[src/rtl/lss_pkg.sv]
package lss_pkg;

  typedef enum logic [2:0] {
    MODE_OFF  = 3'd0,
    MODE_HEAT = 3'd1,
    MODE_LOCK = 3'd2,
    MODE_RUN  = 3'd3,
    MODE_HOLD = 3'd4
  } lss_mode_e;

  localparam int unsigned FULL_SCALE_MV = 7500;

  // Level in millivolts to ramp code on a full scale of FULL_SCALE_MV.
  function automatic int unsigned mv_to_code(input int unsigned mv, input int unsigned width);
    longint unsigned span;
    longint unsigned prod;
    span = (64'd1 << width) - 64'd1;
    prod = longint'(mv) * span;
    return int'(prod / longint'(FULL_SCALE_MV));
  endfunction

  function automatic int unsigned ramp_ceiling(input int unsigned width);
    return int'((64'd1 << width) - 64'd1);
  endfunction

  function automatic logic is_driving(input lss_mode_e m);
    return (m == MODE_HEAT) || (m == MODE_LOCK) || (m == MODE_RUN);
  endfunction

endpackage

[src/rtl/lss_rate_tick.sv]
module lss_rate_tick #(
  parameter int unsigned DIV = 4
) (
  input  logic clk,
  input  logic rst_n,
  input  logic run,
  output logic tick
);
  generate
    if (DIV <= 1) begin : g_every
      assign tick = run;
    end else begin : g_div
      localparam int unsigned CW = $clog2(DIV);
      localparam logic [CW-1:0] LAST = CW'(DIV - 1);
      logic [CW-1:0] cnt;
      always_ff @(posedge clk or negedge rst_n) begin
        if (!rst_n)           cnt <= '0;
        else if (!run)        cnt <= '0;
        else if (cnt == LAST) cnt <= '0;
        else                  cnt <= cnt + 1'b1;
      end
      assign tick = run && (cnt == LAST);
    end
  endgenerate
endmodule

[src/rtl/lss_ramp.sv]
module lss_ramp #(
  parameter int unsigned RAMP_W  = 12,
  parameter int unsigned INIT    = 0,
  parameter int unsigned FLOOR   = 0
) (
  input  logic              clk,
  input  logic              rst_n,
  input  logic              load_init,
  input  logic              load_floor,
  input  logic              up,
  input  logic              down,
  output logic [RAMP_W-1:0] level
);
  localparam logic [RAMP_W-1:0] INIT_C  = RAMP_W'(INIT);
  localparam logic [RAMP_W-1:0] FLOOR_C = RAMP_W'(FLOOR);
  localparam logic [RAMP_W-1:0] CEIL_C  = '1;

  logic at_ceiling;
  logic above_floor;
  assign at_ceiling  = (level == CEIL_C);
  assign above_floor = (level > FLOOR_C);

  always_ff @(posedge clk or negedge rst_n) begin
    if (!rst_n)                    level <= INIT_C;
    else if (load_init)            level <= INIT_C;
    else if (load_floor)           level <= FLOOR_C;
    else if (up && !at_ceiling)    level <= level + 1'b1;
    else if (down && above_floor)  level <= level - 1'b1;
  end
endmodule

[src/rtl/lss_mode_fsm.sv]
module lss_mode_fsm import lss_pkg::*; #(
  parameter int unsigned RAMP_W       = 12,
  parameter int unsigned HEAT_CODE    = 2620,
  parameter int unsigned LOCK_CODE    = 3712,
  parameter int unsigned RESTART_CODE = 655
) (
  input  logic              clk,
  input  logic              rst_n,
  input  logic              pwr_good,
  input  logic              lamp_out,
  input  logic [RAMP_W-1:0] level,
  output lss_mode_e         state,
  output logic              chg_run,
  output logic              dis_run,
  output logic              ramp_init,
  output logic              ramp_restart
);
  localparam logic [RAMP_W-1:0] HEAT_C    = RAMP_W'(HEAT_CODE);
  localparam logic [RAMP_W-1:0] LOCK_C    = RAMP_W'(LOCK_CODE);
  localparam logic [RAMP_W-1:0] RESTART_C = RAMP_W'(RESTART_CODE);

  lss_mode_e nxt;

  always_comb begin
    nxt = state;
    if (!pwr_good) begin
      nxt = MODE_OFF;
    end else begin
      case (state)
        MODE_OFF:  nxt = MODE_HEAT;
        MODE_HEAT: if (lamp_out)            nxt = MODE_HOLD;
                   else if (level >= HEAT_C) nxt = MODE_LOCK;
        MODE_LOCK: if (lamp_out)            nxt = MODE_HOLD;
                   else if (level >= LOCK_C) nxt = MODE_RUN;
        MODE_RUN:  if (lamp_out)            nxt = MODE_HOLD;
        MODE_HOLD: if (level <= RESTART_C)  nxt = MODE_HEAT;
        default:   nxt = MODE_OFF;
      endcase
    end
  end

  always_ff @(posedge clk or negedge rst_n) begin
    if (!rst_n) state <= MODE_OFF;
    else        state <= nxt;
  end

  assign chg_run      = is_driving(state);
  assign dis_run      = (state == MODE_HOLD);
  assign ramp_init    = !pwr_good || (state == MODE_OFF);
  assign ramp_restart = (state == MODE_HOLD) && (nxt == MODE_HEAT);
endmodule

[src/rtl/lamp_start_seq.sv]
module lamp_start_seq import lss_pkg::*; #(
  parameter int unsigned RAMP_W      = 12,
  parameter int unsigned CHG_DIV     = 1024,
  parameter int unsigned DIS_DIV     = 16384,
  parameter int unsigned INIT_MV     = 700,
  parameter int unsigned HEAT_END_MV = 4800,
  parameter int unsigned LOCK_END_MV = 6800,
  parameter int unsigned RESTART_MV  = 1200
) (
  input  logic       clk,
  input  logic       rst_n,
  input  logic       pwr_good,
  input  logic       lamp_out,
  output logic [2:0] mode,
  output logic       inv_en,
  output logic       dim_sel,
  output logic       heat_sel
);
  localparam int unsigned INIT_CODE    = mv_to_code(INIT_MV, RAMP_W);
  localparam int unsigned HEAT_CODE    = mv_to_code(HEAT_END_MV, RAMP_W);
  localparam int unsigned LOCK_CODE    = mv_to_code(LOCK_END_MV, RAMP_W);
  localparam int unsigned RESTART_CODE = mv_to_code(RESTART_MV, RAMP_W);

  lss_mode_e         state;
  logic [RAMP_W-1:0] ramp_lvl;
  logic              chg_run;
  logic              dis_run;
  logic              chg_tick;
  logic              dis_tick;
  logic              ramp_init;
  logic              ramp_restart;

  lss_mode_fsm #(
    .RAMP_W(RAMP_W), .HEAT_CODE(HEAT_CODE),
    .LOCK_CODE(LOCK_CODE), .RESTART_CODE(RESTART_CODE)
  ) u_fsm (
    .clk(clk), .rst_n(rst_n), .pwr_good(pwr_good), .lamp_out(lamp_out),
    .level(ramp_lvl), .state(state), .chg_run(chg_run), .dis_run(dis_run),
    .ramp_init(ramp_init), .ramp_restart(ramp_restart)
  );

  lss_rate_tick #(.DIV(CHG_DIV)) u_chg_rate (
    .clk(clk), .rst_n(rst_n), .run(chg_run), .tick(chg_tick)
  );

  lss_rate_tick #(.DIV(DIS_DIV)) u_dis_rate (
    .clk(clk), .rst_n(rst_n), .run(dis_run), .tick(dis_tick)
  );

  lss_ramp #(
    .RAMP_W(RAMP_W), .INIT(INIT_CODE), .FLOOR(RESTART_CODE)
  ) u_ramp (
    .clk(clk), .rst_n(rst_n), .load_init(ramp_init), .load_floor(ramp_restart),
    .up(chg_tick), .down(dis_tick), .level(ramp_lvl)
  );

  assign mode     = state;
  assign inv_en   = is_driving(state);
  assign dim_sel  = (state == MODE_RUN);
  assign heat_sel = (state == MODE_HEAT);
endmodule

[config.mk]
export PLATFORM = sky130hd
export DESIGN_NAME = lamp_start_seq
export DESIGN_NICKNAME = d
export VERILOG_FILES = /design/src/rtl/lss_pkg.sv /design/src/rtl/lss_rate_tick.sv /design/src/rtl/lss_ramp.sv /design/src/rtl/lss_mode_fsm.sv /design/src/rtl/lamp_start_seq.sv
export SDC_FILE = /design/constraint.sdc
export NUM_CORES = 1
export LEC_CHECK = 0
export BUFFER_PORTS_ARGS = -buffer_cell sky130_fd_sc_hd__buf_2
export CAP_MARGIN = 20
export CELL_PAD_IN_SITES_DETAIL_PLACEMENT = 1
export CELL_PAD_IN_SITES_GLOBAL_PLACEMENT = 1
export CORE_MARGIN = 3
export CORE_UTILIZATION = 51
export CTS_CLUSTER_DIAMETER = 40
export DETAILED_ROUTE_END_ITERATION = 6
export GPL_TIMING_DRIVEN = 0
export PLACE_DENSITY = 0.84
export SKIP_CTS_REPAIR_TIMING = 1
export SYNTH_ARGS = -nofsm -noshare
export SYNTH_HDL_FRONTEND = slang
export SYNTH_SLANG_ARGS = --single-unit
export TNS_END_PERCENT = 1
[constraint.sdc]
create_clock -name clk -period 8.5 [get_ports clk]
set_input_delay 2.125 -clock clk [delete_from_list [all_inputs] [get_ports clk]]
set_output_delay 2.125 -clock clk [all_outputs]
set_load 0.005 [all_outputs]
==> run summary, run 1 <==
Status: finished clean
Mean routed wirelength per cell: 17.26 µm
Die X: 74.17 µm
GR Util All Layers: 22.90%
Vias in the first global route: 2027
Critical path class: reg2reg
Post-synthesis net count: 272
Netlist Area Pre-Place: 2370 µm²
Max-slew violations: 0
Register share of total power: 56.8%
Share of layout cells above drive strength 1: 11.76%
RSZ-0062 raised after global routing: no
Most common cell after layout, fill and taps aside: nor2_1
Hold Path End: u_chg_rate.g_div.cnt[0]
Comb power frac: 7.2%
Post-synth ARST share: 100.0%
Die H: 74.17 µm
Initial antenna violation count: 0
Ys flop type: dfrtp_1
Synthesized flop and latch total: 39
Number of synthesized flops with an enable pin: 0
Routability Congestion: 0.8071
Drt total wl: 5591 µm
Final instance area: 2561 µm²
DP Wirelength: 4029 µm
Die Area: 5500 µm²
Core Area: 4414 µm²
Nets: 288
Period utilisation layout: 44.84%
Port bufs: 9
Row cnt: 24
Unique masters post-synth: 49
Place WS: 4.712 ns
Min-delay src: u_chg_rate.g_div.cnt[0]
Int Power: 0.2537 mW
Reg2Reg Setup Slack: 4.69 ns
Clk_skew: 0.009364 ns
CTS Sinks: 39
Clock share of power: 36.0%
CTS buffer count: 5
Area Overhead vs Synth: 8.078%
Worst setup margin: 4.689 ns
Storage element area: 984.7 µm²
Reg2reg path depth: 12
Final min period: 3.811 ns
Largest net degree at the start of global routing: 40
Post-Place Cell Area: 2480 µm²
CTS tree: done
Global route overflow: 0
Number of setup violations in the final report: 0
Worst skew pair latency: 0.29 ns
Worst Setup End Kind: flip-flop
Clock root buffer master: clkbuf_8
Area occupied by multi-input gates: 1355 µm²
WP data arrival: 3.99 ns
Max VDD drop: 0.09911 mV
Yosys top cell by area: dfrtp_1
Sw Ratio: 24.54%
Initial core utilization: 53.68%
Most frequent cells in the layout: nor2_1 (38), dfrtp_1 (32), nand2_1 (20), xor2_1 (19), nand3_1 (17)
First-pass iteration count of the detailed router: 4
RR Startpoint: u_chg_rate.g_div.cnt[0]
Peak Freq: 262.4 MHz
Hold Path Depth: 1
Final Hold Viols: 0
Htree depth: 2
First-pass GRT wire length: 9577 µm
Max clock buf depth: 2
Routed vias: 1921
Register area share after synthesis: 41.55%
Yosys top cell area share: 33.79%
Power density over the cells: 131.3 nW/µm²
Worst EP required: 8.68 ns
Hold WC Path Type: reg2reg
Setup Total Neg Slack: 0 ns
R2r endpoint: u_ramp.level[11]
N_diodes: 0
Mean Syn Cell Area: 9.293 µm²
IO Pins: 10
DRC Markers: 0
CP max FO: 17
Leak: 1.082 nW
Initial DRC count: 117
YS warnings: 0
Antenna viol nets, final: 0
Startpoint type of the worst setup path: flip-flop
Reg clk slew, reported paths: 0.08 ns
Avg Vias per Cell: 5.929
Worst slew pin tran: 0.8814 ns
Switching pwr: 0.08251 mW
Syn Inst Count: 255
Max_slew headroom: 41.24%
Fillers: 532
Max Cap Viol: 0
Top post-synthesis cells by area: dfrtp_1 (34%), dfstp_2 (7.8%), xor2_1 (7.0%)
==> cell usage after synthesis, types with 7 or more instances <==
cell type and n:
dfrtp_1 32, dfstp_2 7, ha_1 12, nand3_1 17
xnor2_1 8, nor2_1 38, nand2_1 20, xor2_1 19
nand4_1 7, o21ai_0 12, a21oi_1 11
==> metal layers <==
metal	up-vias	share of wire, %	global-route usage (%)
li1	950	-	-
met1	936	50	31.45
met2	26	46	37.11
met3	9	3.1	4.054
met4	0	1.4	6.841
met5	-	0	0
==> power groups by stage <==
stage / clock network, mW / logic, mW / registers (mW)
global route: 0.132 / 0.0278 / 0.191
detailed placement: 0 / 0.0240 / 0.194
floorplan: 0 / 0.0137 / 0.194
finish: 0.121 / 0.0241 / 0.191
CTS: 0.124 / 0.0245 / 0.191
global placement: 0 / 0.0236 / 0.194
==> state kept, by name (all words and copies together) (netlist names) <==
register	cells
u_fsm.state	3
u_ramp.level	12
u_dis_rate.g_div.cnt	14
u_chg_rate.g_div.cnt	10
==> worst max path at each step <==
stage	from	end	slack (ns)	cells past startpoint
after floorplan	u_chg_rate.g_div.cnt[0]	u_ramp.level[11]	5.21	12
after global placement	u_chg_rate.g_div.cnt[0]	u_ramp.level[11]	4.77	12
after detailed placement	u_chg_rate.g_div.cnt[0]	u_ramp.level[11]	4.71	12
after CTS	u_chg_rate.g_div.cnt[0]	u_ramp.level[11]	4.69	12
after global routing	u_chg_rate.g_div.cnt[0]	u_ramp.level[11]	4.39	12
final	u_chg_rate.g_div.cnt[0]	u_ramp.level[11]	4.69	12
==> layout make-up <==
type	count	area share (%)
buffer	3	0.7328
clock buffer	7	2.980
clock inverter	1	0.1954
inverter	3	0.4397
multi-input combinational	210	52.91
sequential	39	38.45
tap	52	2.540
timing repair buffer	9	1.759
==> through the flow <==
| stage | power [mW] | hold slack (ns) | utilization, % | std cells |
|---|---|---|---|---|
| 2_1_floorplan | 0.2074 | 0.4551 | - | 255 |
| 4_1_cts | 0.3390 | 0.5049 | 58.02 | 324 |
| 6_report | 0.3362 | 0.5030 | 58.02 | 324 |
| 3_3_place_gp | 0.2179 | 0.4856 | 56.18 | 316 |
| 5_1_grt | 0.3511 | 0.5439 | 58.02 | 324 |
| 3_5_place_dp | 0.2184 | 0.4917 | 56.18 | 316 |
==> kinds of logic after synthesis <==
family	synth area share [%]
AOI/OAI and AO/OA	14.52
xor gates and xnor gates	9.979
adders and majority gates	7.180
buffers and inverters	1.267
DFF	41.55
muxes	0.4224
and+or+nand+nor	25.08
==> worst max-delay path, cell delays in order (launching register included) <==
cell and delay, ns:
dfrtp_1 0.40, ha_1 0.24, and4_4 0.26, nand3_2 0.09, or3_1 0.36, buf_6 0.17
ha_1 0.30, a211oi_1 0.40, o21ai_0 0.24, a2111oi_0 0.65, o2111ai_1 0.27, a21oi_2 0.15
and3b_1 0.17
(Power assumes the default switching activity.)
==> run 2, diff against run 1 <==
--- a/config.mk
+++ b/config.mk
@@ -10,11 +10,11 @@
 export CELL_PAD_IN_SITES_DETAIL_PLACEMENT = 1
 export CELL_PAD_IN_SITES_GLOBAL_PLACEMENT = 1
 export CORE_MARGIN = 3
-export CORE_UTILIZATION = 51
+export CORE_UTILIZATION = 43
 export CTS_CLUSTER_DIAMETER = 40
 export DETAILED_ROUTE_END_ITERATION = 6
 export GPL_TIMING_DRIVEN = 0
-export PLACE_DENSITY = 0.84
+export PLACE_DENSITY = 0.75
 export SKIP_CTS_REPAIR_TIMING = 1
 export SYNTH_ARGS = -nofsm -noshare
 export SYNTH_HDL_FRONTEND = slang
==> constraint.sdc (replaced) <==
create_clock -name clk -period 3.09 [get_ports clk]
set_input_delay 0.7725 -clock clk [delete_from_list [all_inputs] [get_ports clk]]
set_output_delay 0.7725 -clock clk [all_outputs]
set_load 0.005 [all_outputs]
==> run 2 against run 1 <==
Net effect:
- the run now ends with setup timing left
- non-clock buffer count increased by 4
- register-to-register slack got worse by 4.7 ns
- sequential power increased to 2.8 times the previous value
- power increased to 2.8 times the previous value
- global-route usage decreased by 4.0 points
- utilization decreased by 3.1 points
- clock skew decreased by 0.0032 ns
- worst setup slack got worse by 4.7 ns
- routed wire length increased by 7.5%
- clock-buffer cell count decreased by 2
- sequential share of layout area decreased by 3.9 points
- first-iteration DRC count decreased by 57%
- largest cell class unchanged
==> run summary, run 2 (synthesis results as in run 1) <==
Number of setup violations in the final report: 1 (+1)
Top Registers: u_dis_rate.g_div.cnt x14, u_ramp.level x12, u_chg_rate.g_div.cnt x10
Worst slew pin tran: 0.8736 ns (-0.007860 ns)
Violated checks: setup timing
Crit path top cell by count: ha_4
WP data arrival: 3.28 ns (-0.71 ns)
Hold Path Depth: 1 (unchanged)
Max_slew headroom: 41.76% (+0.52 points)
CTS Sinks: 39 (unchanged)
Mean routed wirelength per cell: 17.37 µm (+0.64%)
Critical path class: reg2reg
Storage element area: 985.9 µm² (+0.13%)
Port bufs: 9 (unchanged)
IO Pins: 10 (unchanged)
DRC Markers: 0 (unchanged)
RR Startpoint: u_chg_rate.g_div.cnt[1]
Vias in the first global route: 1999 (-1.4%)
Nets: 292 (+1.4%)
Placed insts: 334 (+5.7%)
Period utilisation layout: 100.3% (+55 points)
Routability Congestion: 0.7809 (-3.2%)
Util after Layout: 54.88% (-3.1 points)
Max reg flops: 14 (unchanged)
CTS buffer count: 5 (unchanged)
Worst EP required: 3.27 ns (-5.41 ns)
DP Wirelength: 4063 µm (+0.84%)
CTS tree: done
Most common cell after layout, fill and taps aside: nor2_1
Largest net degree at the start of global routing: 40 (unchanged)
Worst setup margin: -0.007810 ns (-4.696 ns)
Post-Place Cell Area: 2514 µm² (+1.4%)
Row cnt: 26 (+8.3%)
Hold Path End: u_chg_rate.g_div.cnt[0]
Max incr delay on CP: 0.41 ns (-0.24 ns)
Avg Vias per Cell: 5.699 (-3.9%)
Max Cap Viol: 0 (unchanged)
Worst Setup End Kind: flip-flop
CP max FO: 14 (-3)
Max-slew violations: 0 (unchanged)
Place WS: -0.3776 ns (-5.090 ns)
Clk_skew: 0.006174 ns (-0.003191 ns)
First-pass GRT wire length: 9673 µm (+1.0%)
Non-filler instance count after layout: 346 (+6.8%)
Die Area: 6438 µm² (+17%)
N_diodes: 0 (unchanged)
Min-delay src: u_chg_rate.g_div.cnt[0]
Total power: 0.9439 mW (+180%)
Global route overflow: 0 (unchanged)
First-pass iteration count of the detailed router: 3 (-1)
Core Area: 5205 µm² (+18%)
Crit-path slowest cell: dfrtp_1
Hold WS: 0.4951 ns (-0.007957 ns)
Htree depth: 2 (unchanged)
Startpoint type of the worst setup path: flip-flop
Max clock buf depth: 2 (unchanged)
Antenna viol nets, final: 0 (unchanged)
Area Overhead vs Synth: 20.54%
Critical path launch point: u_chg_rate.g_div.cnt[1]
Final min period: 3.098 ns (-0.7136 ns)
Initial core utilization: 45.53% (-8.2 points)
R2r endpoint: u_ramp.level[11]
RSZ-0062 raised after global routing: yes
CP Cell Sequence: ha_4 -> and4_4 -> nand3_4 -> or3_4 -> buf_12 -> ha_4 -> a211oi_4 -> o21ai_4 -> a2111oi_4 -> o2111ai_2 -> a21oi_2 -> and3b_1
Drt total wl: 6009 µm (+7.5%)
Area occupied by multi-input gates: 1580 µm² (+17%)
Final instance area: 2856 µm² (+12%)
Reg clk slew, reported paths: 0.08 ns (about the same)
Fillers: 600 (+13%)
Routed vias: 1972 (+2.7%)
Peak Freq: 322.8 MHz (+23%)
GR Util All Layers: 18.92% (-4.0 points)
Initial antenna violation count: 0 (unchanged)
Reg2reg path depth: 12 (unchanged)
Setup Total Neg Slack: -0.007810 ns (-0.007810 ns)
Initial DRC count: 50 (-57%)
Max VDD drop: 0.2182 mV (+120%)
Final Hold Viols: 0 (unchanged)
Worst skew pair latency: 0.29 ns (about the same)
Reg2Reg Setup Slack: -0.008 ns (-4.70 ns)
Leak: 1.140 nW (+5.4%)
Hold WC Path Type: reg2reg
Clock root buffer master: clkbuf_8
Reg with most FFs: u_dis_rate.g_div.cnt
Share of layout cells above drive strength 1: 21.74% (+10 points)
Die H: 80.24 µm (+8.2%)
Status: finished with violations
Most frequent cells in the layout: nor2_1 (38), dfrtp_1 (31), nand2_1 (20), xor2_1 (19), nand3_1 (17)
Power density over the cells: 330.5 nW/µm² (+150%)
Die X: 80.24 µm (+8.2%)
-- run 2: report_power, final --
| group | internal, mW | total, mW | switching [mW] |
|---|---|---|---|
| Combinational | 0.0270 | 0.0748 | 0.0478 |
| Sequential | 0.517 | 0.527 | 0.00941 |
| Clock | 0.157 | 0.342 | 0.185 |
-- run 2: how the worst max path moves through the flow --
stage               slack [ns]  depth (start not counted)               end
finish                  -0.008                         12  u_ramp.level[11]
CTS                      -0.38                         12  u_ramp.level[11]
global placement         -0.34                         12  u_ramp.level[11]
global route             -0.19                         12  u_ramp.level[11]
detailed placement       -0.38                         12  u_ramp.level[11]
floorplan                 0.01                         12  u_ramp.level[11]
-- run 2: layout make-up --
| cell class | count | share of cell area, % |
|---|---|---|
| clock buffers | 5 | 2.409 |
| well taps | 70 | 3.066 |
| inverters | 3 | 0.3942 |
| flip-flops and latches | 39 | 34.52 |
| plain buffers | 3 | 0.9636 |
| multi-input cells | 210 | 55.32 |
| repair buffers | 13 | 2.628 |
| clock inverters | 3 | 0.7008 |
-- run 2: layer usage --
layer | wire length [µm] | track usage (%)
met4 | 109 | 3.547
met2 | 2922 | 30.46
met5 | 0 | 0
met3 | 123 | 3.363
met1 | 2853 | 26.72
-- run 2: critical path: cells and delay by family (launching register included) --
kind | cells | cell delay (ns)
flops | 1 | 0.41
fa+ha+maj | 2 | 0.38
simple gates | 4 | 0.90
buf+inv | 1 | 0.17
compound gates | 5 | 1.12
